--- config.mk ---
export PLATFORM = sky130hd
export DESIGN_NAME = chan_irq_status_bank
export DESIGN_NICKNAME = d
export VERILOG_FILES = /design/src/rtl/chan_irq_pkg.sv /design/src/rtl/chan_irq_decode.sv /design/src/rtl/chan_irq_word.sv /design/src/rtl/chan_irq_status_bank.sv
export SDC_FILE = /design/constraint.sdc
export NUM_CORES = 1
export LEC_CHECK = 0
export BUFFER_PORTS_ARGS = -buffer_cell sky130_fd_sc_hd__buf_2
export CAP_MARGIN = 10
export CORE_MARGIN = 5
export CORE_UTILIZATION = 49
export CTS_BUF_LIST = sky130_fd_sc_hd__clkbuf_4 sky130_fd_sc_hd__clkbuf_8
export CTS_CLUSTER_SIZE = 40
export DETAILED_ROUTE_END_ITERATION = 10
export PLACE_DENSITY = 0.79
export RECOVER_POWER = 100
export SLEW_MARGIN = 15
export SYNTH_ARGS = -nofsm -noshare
export SYNTH_HDL_FRONTEND = slang
export SYNTH_HIERARCHICAL = 1
export SYNTH_SLANG_ARGS = --single-unit
--- constraint.sdc ---
create_clock -name clk -period 2.02 [get_ports clk]
set_input_delay 0.101 -clock clk [delete_from_list [all_inputs] [get_ports clk]]
set_output_delay 0.101 -clock clk [all_outputs]
set_load 0.05 [all_outputs]
--- src/rtl/chan_irq_pkg.sv ---
package chan_irq_pkg;
    localparam int BUS_W = 32;

    // Decoded access strobes for one bus cycle
    typedef struct packed {
        logic rd;
        logic wr;
        logic ctrl_hit;
        logic miss;
    } acc_t;
endpackage

--- src/rtl/chan_irq_decode.sv ---
module chan_irq_decode #(
    parameter int ADDR_W    = 12,
    parameter int NUM_WORDS = 2,
    parameter int BASE_OFFS = 'h7D0
) (
    input  logic                  sel_i,
    input  logic                  wr_i,
    input  logic [ADDR_W-1:0]     addr_i,
    output logic [NUM_WORDS-1:0]  word_hit_o,
    output chan_irq_pkg::acc_t    acc_o
);
    localparam int STRIDE    = chan_irq_pkg::BUS_W / 8;
    localparam logic [ADDR_W-1:0] CTRL_ADDR = ADDR_W'(BASE_OFFS + STRIDE * NUM_WORDS);

    for (genvar w = 0; w < NUM_WORDS; w++) begin : g_word_dec
        localparam logic [ADDR_W-1:0] WORD_ADDR = ADDR_W'(BASE_OFFS + STRIDE * w);
        assign word_hit_o[w] = sel_i && (addr_i == WORD_ADDR);
    end

    always_comb begin
        acc_o.rd       = sel_i && !wr_i;
        acc_o.wr       = sel_i && wr_i;
        acc_o.ctrl_hit = sel_i && (addr_i == CTRL_ADDR);
        acc_o.miss     = sel_i && !acc_o.ctrl_hit && (word_hit_o == '0);
    end
endmodule

--- src/rtl/chan_irq_word.sv ---
module chan_irq_word #(
    parameter int WORD_W = 32
) (
    input  logic              clk,
    input  logic              rst_n,
    input  logic [WORD_W-1:0] evt_i,
    input  logic              hit_i,
    input  logic              rd_i,
    input  logic              wr_i,
    input  logic              cor_en_i,
    input  logic [WORD_W-1:0] wdata_i,
    output logic [WORD_W-1:0] flags_o
);
    typedef struct packed {
        logic [WORD_W-1:0] flags;
    } word_st_t;

    word_st_t st_d, st_q;
    logic [WORD_W-1:0] clr_mask;

    always_comb begin
        clr_mask = '0;
        if (hit_i && wr_i)
            clr_mask = wdata_i;
        else if (hit_i && rd_i && cor_en_i)
            clr_mask = st_q.flags;
        st_d       = st_q;
        // Event set is applied last so it wins over a same-cycle clear
        st_d.flags = (st_q.flags & ~clr_mask) | evt_i;
    end

    always_ff @(posedge clk) begin
        if (!rst_n) st_q <= '0;
        else        st_q <= st_d;
    end

    assign flags_o = st_q.flags;
endmodule

--- src/rtl/chan_irq_status_bank.sv ---
module chan_irq_status_bank #(
    parameter int NUM_CH    = 64,
    parameter int ADDR_W    = 12,
    parameter int BASE_OFFS = 'h7D0
) (
    input  logic                           clk,
    input  logic                           rst_n,
    input  logic                           bus_sel,
    input  logic                           bus_wr,
    input  logic [ADDR_W-1:0]              bus_addr,
    input  logic [chan_irq_pkg::BUS_W-1:0] bus_wdata,
    output logic [chan_irq_pkg::BUS_W-1:0] bus_rdata,
    input  logic [NUM_CH-1:0]              event_i,
    output logic                           irq_o
);
    import chan_irq_pkg::*;

    localparam int WORD_W    = BUS_W;
    localparam int NUM_WORDS = (NUM_CH + WORD_W - 1) / WORD_W;
    localparam int PAD_CH    = NUM_WORDS * WORD_W;

    typedef struct packed {
        logic             mode;   // 1: write-one-to-clear only, 0: clear on read
        logic [BUS_W-1:0] rdata;
    } top_st_t;

    top_st_t st_d, st_q;

    logic [NUM_WORDS-1:0] word_hit;
    acc_t                 acc;
    logic [PAD_CH-1:0]    evt_pad;
    logic [PAD_CH-1:0]    flags_pad;
    logic [NUM_CH-1:0]    flags_all;
    logic                 mode_w;

    chan_irq_decode #(
        .ADDR_W   (ADDR_W),
        .NUM_WORDS(NUM_WORDS),
        .BASE_OFFS(BASE_OFFS)
    ) dec_i (
        .sel_i     (bus_sel),
        .wr_i      (bus_wr),
        .addr_i    (bus_addr),
        .word_hit_o(word_hit),
        .acc_o     (acc)
    );

    assign evt_pad = PAD_CH'(event_i);

    for (genvar w = 0; w < NUM_WORDS; w++) begin : g_word
        chan_irq_word #(.WORD_W(WORD_W)) word_i (
            .clk     (clk),
            .rst_n   (rst_n),
            .evt_i   (evt_pad[w*WORD_W +: WORD_W]),
            .hit_i   (word_hit[w]),
            .rd_i    (acc.rd),
            .wr_i    (acc.wr),
            .cor_en_i(!st_q.mode),
            .wdata_i (bus_wdata),
            .flags_o (flags_pad[w*WORD_W +: WORD_W])
        );
    end

    assign flags_all = flags_pad[NUM_CH-1:0];

    always_comb begin
        st_d = st_q;
        if (acc.rd) begin
            st_d.rdata = '0;
            for (int w = 0; w < NUM_WORDS; w++) begin
                if (word_hit[w])
                    st_d.rdata = st_d.rdata | flags_pad[w*WORD_W +: WORD_W];
            end
            if (acc.ctrl_hit)
                st_d.rdata = BUS_W'(st_q.mode);
        end
        if (acc.wr && acc.ctrl_hit)
            st_d.mode = bus_wdata[0];
    end

    always_ff @(posedge clk) begin
        if (!rst_n) st_q <= '0;
        else        st_q <= st_d;
    end

    assign bus_rdata = st_q.rdata;
    assign mode_w    = st_q.mode;
    assign irq_o     = |flags_all;
endmodule

# Word level (Yosys, flattened, before mapping)
# Index checks and enable logic that the tools add are counted.
# Widths: inputs -> output; s select.
[word_totals] word_cells=37 register_bits=97 output_inout_bits=33 input_bits=112
[classes] eq_ne=3 muxes=8 reduce_logical=15 n_bitwise=7
[op_table] op="$mux 32" count=8
[op_table] op="$or 32x32->32" count=3
[op_table] op="$and 32x32->32" count=2
[op_table] op="$not 32->32" count=2
[op_table] op="$reduce_or 64->1" count=1
[op_table] op="$eq 12x11->1 const B" count=3
[op_table] op="$logic_and 1x1->1" count=12
[op_table] op="$logic_not 1->1" count=2

# Depth between registers and ports, before layout
[depth] word_depth=9 mapped_depth=6 mapped_depth_nobuf=5

# Modules after synthesis
# The synthesis kept the hierarchy.
[by_module_without_submodules] mod="chan_irq_word" instances=2 seq_area_each_um2=640.6 cells_per_inst=179 area_each_um2=1729.2
[by_module_without_submodules] mod="chan_irq_status_bank" instances=1 seq_area_each_um2=660.6 cells_per_inst=205 area_each_um2=1664.1
[by_module_without_submodules] mod="chan_irq_decode" instances=1 seq_area_each_um2=0.0 cells_per_inst=13 area_each_um2=100.1

# Worst setup path after synthesis
# Ideal clock, no wire load.
[synth_timing] kind="input -> register" startpoint="input port bus_addr[1]" endpoint="register g_word[1].word_i.st_q, in the netlist g_word[1].word_i/flags_o[0]" required_ns=1.895 t_arrival_ns=1.938 cell_stages=6 setup_time_ns=0.125 n_path_buf=2 setup_slack_ns=-0.043 cell_sequence="or3b_1 nor4_1 and4b_1 buf_6 buf_12 o41ai_2"
[synth_via] elab_chain_len=9 elab_cells_between_ends=10 classes_between="eq/ne: 1; mux: 2; bitwise: 3; reduce/logical: 4"
[synth_rtl] item="start, declared" line_no="chan_irq_status_bank.sv:10" source="input logic [ADDR_W-1:0] bus_addr,"
[synth_rtl] item="$eq 12x11->1 (*)" line_no="chan_irq_decode.sv:17" source="assign word_hit_o[w] = sel_i && (addr_i == WORD_ADDR);"
[synth_rtl] item="$logic_and 1x1->1 (*)" line_no="chan_irq_decode.sv:17"
[synth_rtl] item="named net word_hit[1]" line_no="chan_irq_status_bank.sv:29" source="logic [NUM_WORDS-1:0] word_hit;"
[synth_rtl] item="$logic_and 1x1->1 (2 in a row)" line_no="chan_irq_word.sv:25" source="else if (hit_i && rd_i && cor_en_i)"
[synth_rtl] item="$mux 32" line_no="chan_irq_word.sv:25"
[synth_rtl] item="$mux 32 (*)" line_no="chan_irq_word.sv:23" source="if (hit_i && wr_i)"
[synth_rtl] item="$not 32->32 (*)" line_no="chan_irq_word.sv:29" source="st_d.flags = (st_q.flags & ~clr_mask) | evt_i;"
[synth_rtl] item="$and 32x32->32 (*)" line_no="chan_irq_word.sv:29"
[synth_rtl] item="$or 32x32->32 (*)" line_no="chan_irq_word.sv:29"
[synth_rtl] item="end signal, assigned" line_no="chan_irq_word.sv:34" source="else st_q <= st_d;"
[synth_rtl] item="end, declared" line_no="chan_irq_word.sv:18" source="word_st_t st_d, st_q;"
# Mark *: on every way through the listed nets, which the timed path passes. The rest lies on a longest branch.
# A chain may end at the register's enable or synchronous reset.

# Worst setup path in the final report
[layout_timing] startpoint="register g_word[0].word_i.st_q, in the netlist g_word[0].word_i/flags_o[8]" endpoint="output port irq_o"
[layout_via] elab_chain_len=1
[layout_rtl] item="start, declared" line_no="chan_irq_word.sv:18"
[layout_rtl] item="start signal, assigned" line_no="chan_irq_word.sv:34"
[layout_rtl] item="$reduce_or 64->1" line_no="chan_irq_status_bank.sv:88" source="assign irq_o = |flags_all;"
[layout_rtl] item="end, declared" line_no="chan_irq_status_bank.sv:14" source="output logic irq_o"
# No other way between the ends.

==> out/qor.log <==
[global_route] vias in the first global route 5359
[logic_synthesis] Synth Net Count 686
[global_route] pin count of the biggest net entering global routing 65
[clock_tree] # Post-CTS Setup Buffers 0
[floorplanning] effective utilization at floorplan 50.4%
[cells_and_area] Antenna diodes 0
[global_route] remaining global-route overflow 0
[hold_path] number of cells on the worst hold path 3
[critical_path] critical path data arrival time 1.93 ns
[critical_path] required time reported for the critical path endpoint 1.92 ns
[sta] final hold violations 0
[critical_path] number of cell instances on the worst register-to-register path 4
[place] half-perimeter wire length after placement 11.0 mm
[status] violated checks setup timing
[cells_and_area] final instance count without filler cells 899
[logic_synthesis] cell area after synthesis 0.00520 mm²
[flow_run] max-cap viol count 0
[sta] final count of pins violating max slew 0
[sta] setup repair after global routing missed its margin true
[critical_path] category of the worst setup path launch point flip-flop
[floorplanning] Placement Rows 37
[cells_and_area] number of nets in the layout 872
[sta] transition time at the pin with the least slew margin 0.772 ns
[drt] wire length per cell after detailed routing 19.3 µm
[floorplanning] Total Die Area 0.0128 mm²
[status] outcome finished, violations left
[pwr] total power draw 4280 µW
[sta] fmax 493 MHz
[clock_tree] count of clock tree sinks 97
[sta] worst clock skew 0.00851 ns
[sta] Final setup violation count 1
[place] cell total after placement 821
[critical_path] Reg2Reg Setup Slack 0.37 ns
[logic_synthesis] mean area per synthesized cell 9.07 µm²
[sta] clock period minus worst slack 2.03 ns
[place] IO Port Bufs 144
[logic_synthesis] count of mapped cells out of synthesis 574
[sta] Rel. slew slack 48.6%
[clock_tree] number of buffers created by CTS 9
[floorplanning] area of the core 0.0103 mm²
[drt] vias per inst 5.85
[critical_path] maximum net fanout on the critical path 3
[sta] post-route worst setup slack -0.00672 ns
[pwr] peak supply drop 0.386 mV
[clock_tree] clock root buffer clkbuf_8
[pwr] static leakage 0.00297 µW
[hold_path] Hold WC Path Type input pin to flip-flop
[global_route] global-route wire length before repair 27.6 mm
[place] pre-CTS setup slack 0.110 ns
[clock_tree] number of H-tree levels 3
[floorplanning] # IOs 145
[drt] Iteration-0 DRC Markers 626
[critical_path] type of destination of the critical path primary output
[drt] aggregate routed wire length 17.4 mm
[clock_tree] insertion delay to the later sink of the worst-skew pair 0.36 ns
[cells_and_area] layout cells sized above 1 23.1%
[logic_synthesis] Yosys Warn Count 6
[sta] worst-case hold slack 0.0418 ns
[clock_tree] clock-pin slew on the worst setup and hold paths 0.09 ns
[cells_and_area] area delta synth->final 26.0%
[global_route] global-route total usage across every layer 26.9%
[pwr] PD cells 653 mW/mm²
[floorplanning] die boundary width 113 µm
[critical_path] start-to-end type of the worst setup path flip-flop to primary output
[floorplanning] die extent in y 113 µm
[drt] total via count after detailed routing 5256
[global_route] antenna violations before repair 0
[clock_tree] CTS tree built
[drt] ANT nets after route 0
[place] weighted congestion at the end of routability-driven global placement 0.873
[cells_and_area] utilization after layout 63.5%
[sta] Final period util 100%
[clock_tree] Bufs on Longest Clock Path 2
[drt] number of iterations in the first detailed-routing pass 5
[drt] post-detailed-route DRC marker count 0
## layout make-up
class                      instances  area (µm²)
fill                             876        3770
tap                              136         170
clock buffer                      11         145
clock inverter                     3        90.1
inverter                          98         368
timing repair buffer             225        1490
sequential                        97        1950
multi-input combinational        329        2340
## report_power, final
part	switching (µW)	internal [µW]
combinational	276	306
sequential	141	2040
clock	662	858
## through the flow
| step | TNS, ns | instance area, µm² |
|---|---|---|
| floorplan | 0 | 5210 |
| global placement | 0 | 5990 |
| detailed placement | 0 | 5990 |
| CTS | 0 | 6980 |
| global route | -0.0838 | 6560 |
| finish | -0.00672 | 6560 |
## layer usage
layer	up-vias	wire (µm)	share of wire [%]	GRT usage [%]
met5	-	0	0	0
met2	303	8450	49	45.3
li1	2409	-	-	-
met1	2487	6880	40	32.4
met3	57	1330	7.7	5.67
met4	0	714	4.1	13.5
## sequential cells by signal, indices dropped and copies added (netlist names)
signal,flops
g_word.word_i/flags_o,64
bus_rdata,32
mode_w,1
## worst max-delay path: stages (launching register included)
cell	delay, ns
dfxtp_1	0.35
nor4_2	0.32
nand4_1	0.15
or4_4	0.58
buf_8	0.17
## placed cells by master, fill, tap and decap left out, types with 2 or more instances in the layout
cell type and count:
clkbuf_1 34, nand4_1 4, a22oi_1 31, nand4b_1 2, nor4_2 9, nor4_4 4, and4b_1 2, buf_12 4
o41ai_1 52, nand3_1 2, o41ai_2 12, buf_4 8, dfxtp_1 90, clkbuf_2 2, and3_1 64, nand2_1 66
bufinv_16 3, buf_2 112, and2_1 9, clkbuf_8 10, nor4_1 5, inv_1 98, o22ai_1 31, dlygate4sd3_1 64
nand2b_1 5, and2_0 23, a21boi_0 2, dfxtp_2 7
## path summary, 6_finish.rpt
| kind | from | to |
|---|---|---|
| worst max register to register | mode_w | g_word[0].word_i/flags_o[28] |
| worst min-delay path | bus_wdata[0] | mode_w |
| worst max-delay path | g_word[0].word_i/flags_o[8] | irq_o |
| worst min register to register | g_word[1].word_i/flags_o[23] | g_word[1].word_i/flags_o[23] |
## what timing repair did
item / CTS / global route
hold endpoints to repair: 64 / 0
endpoints found under the setup margin: 1 / 1
gates cloned: 0 / 0
pin swaps: 6 / 7
hold buffers: 64 / 0
resized for setup: 19 / 8
(Power assumes the default switching activity.)
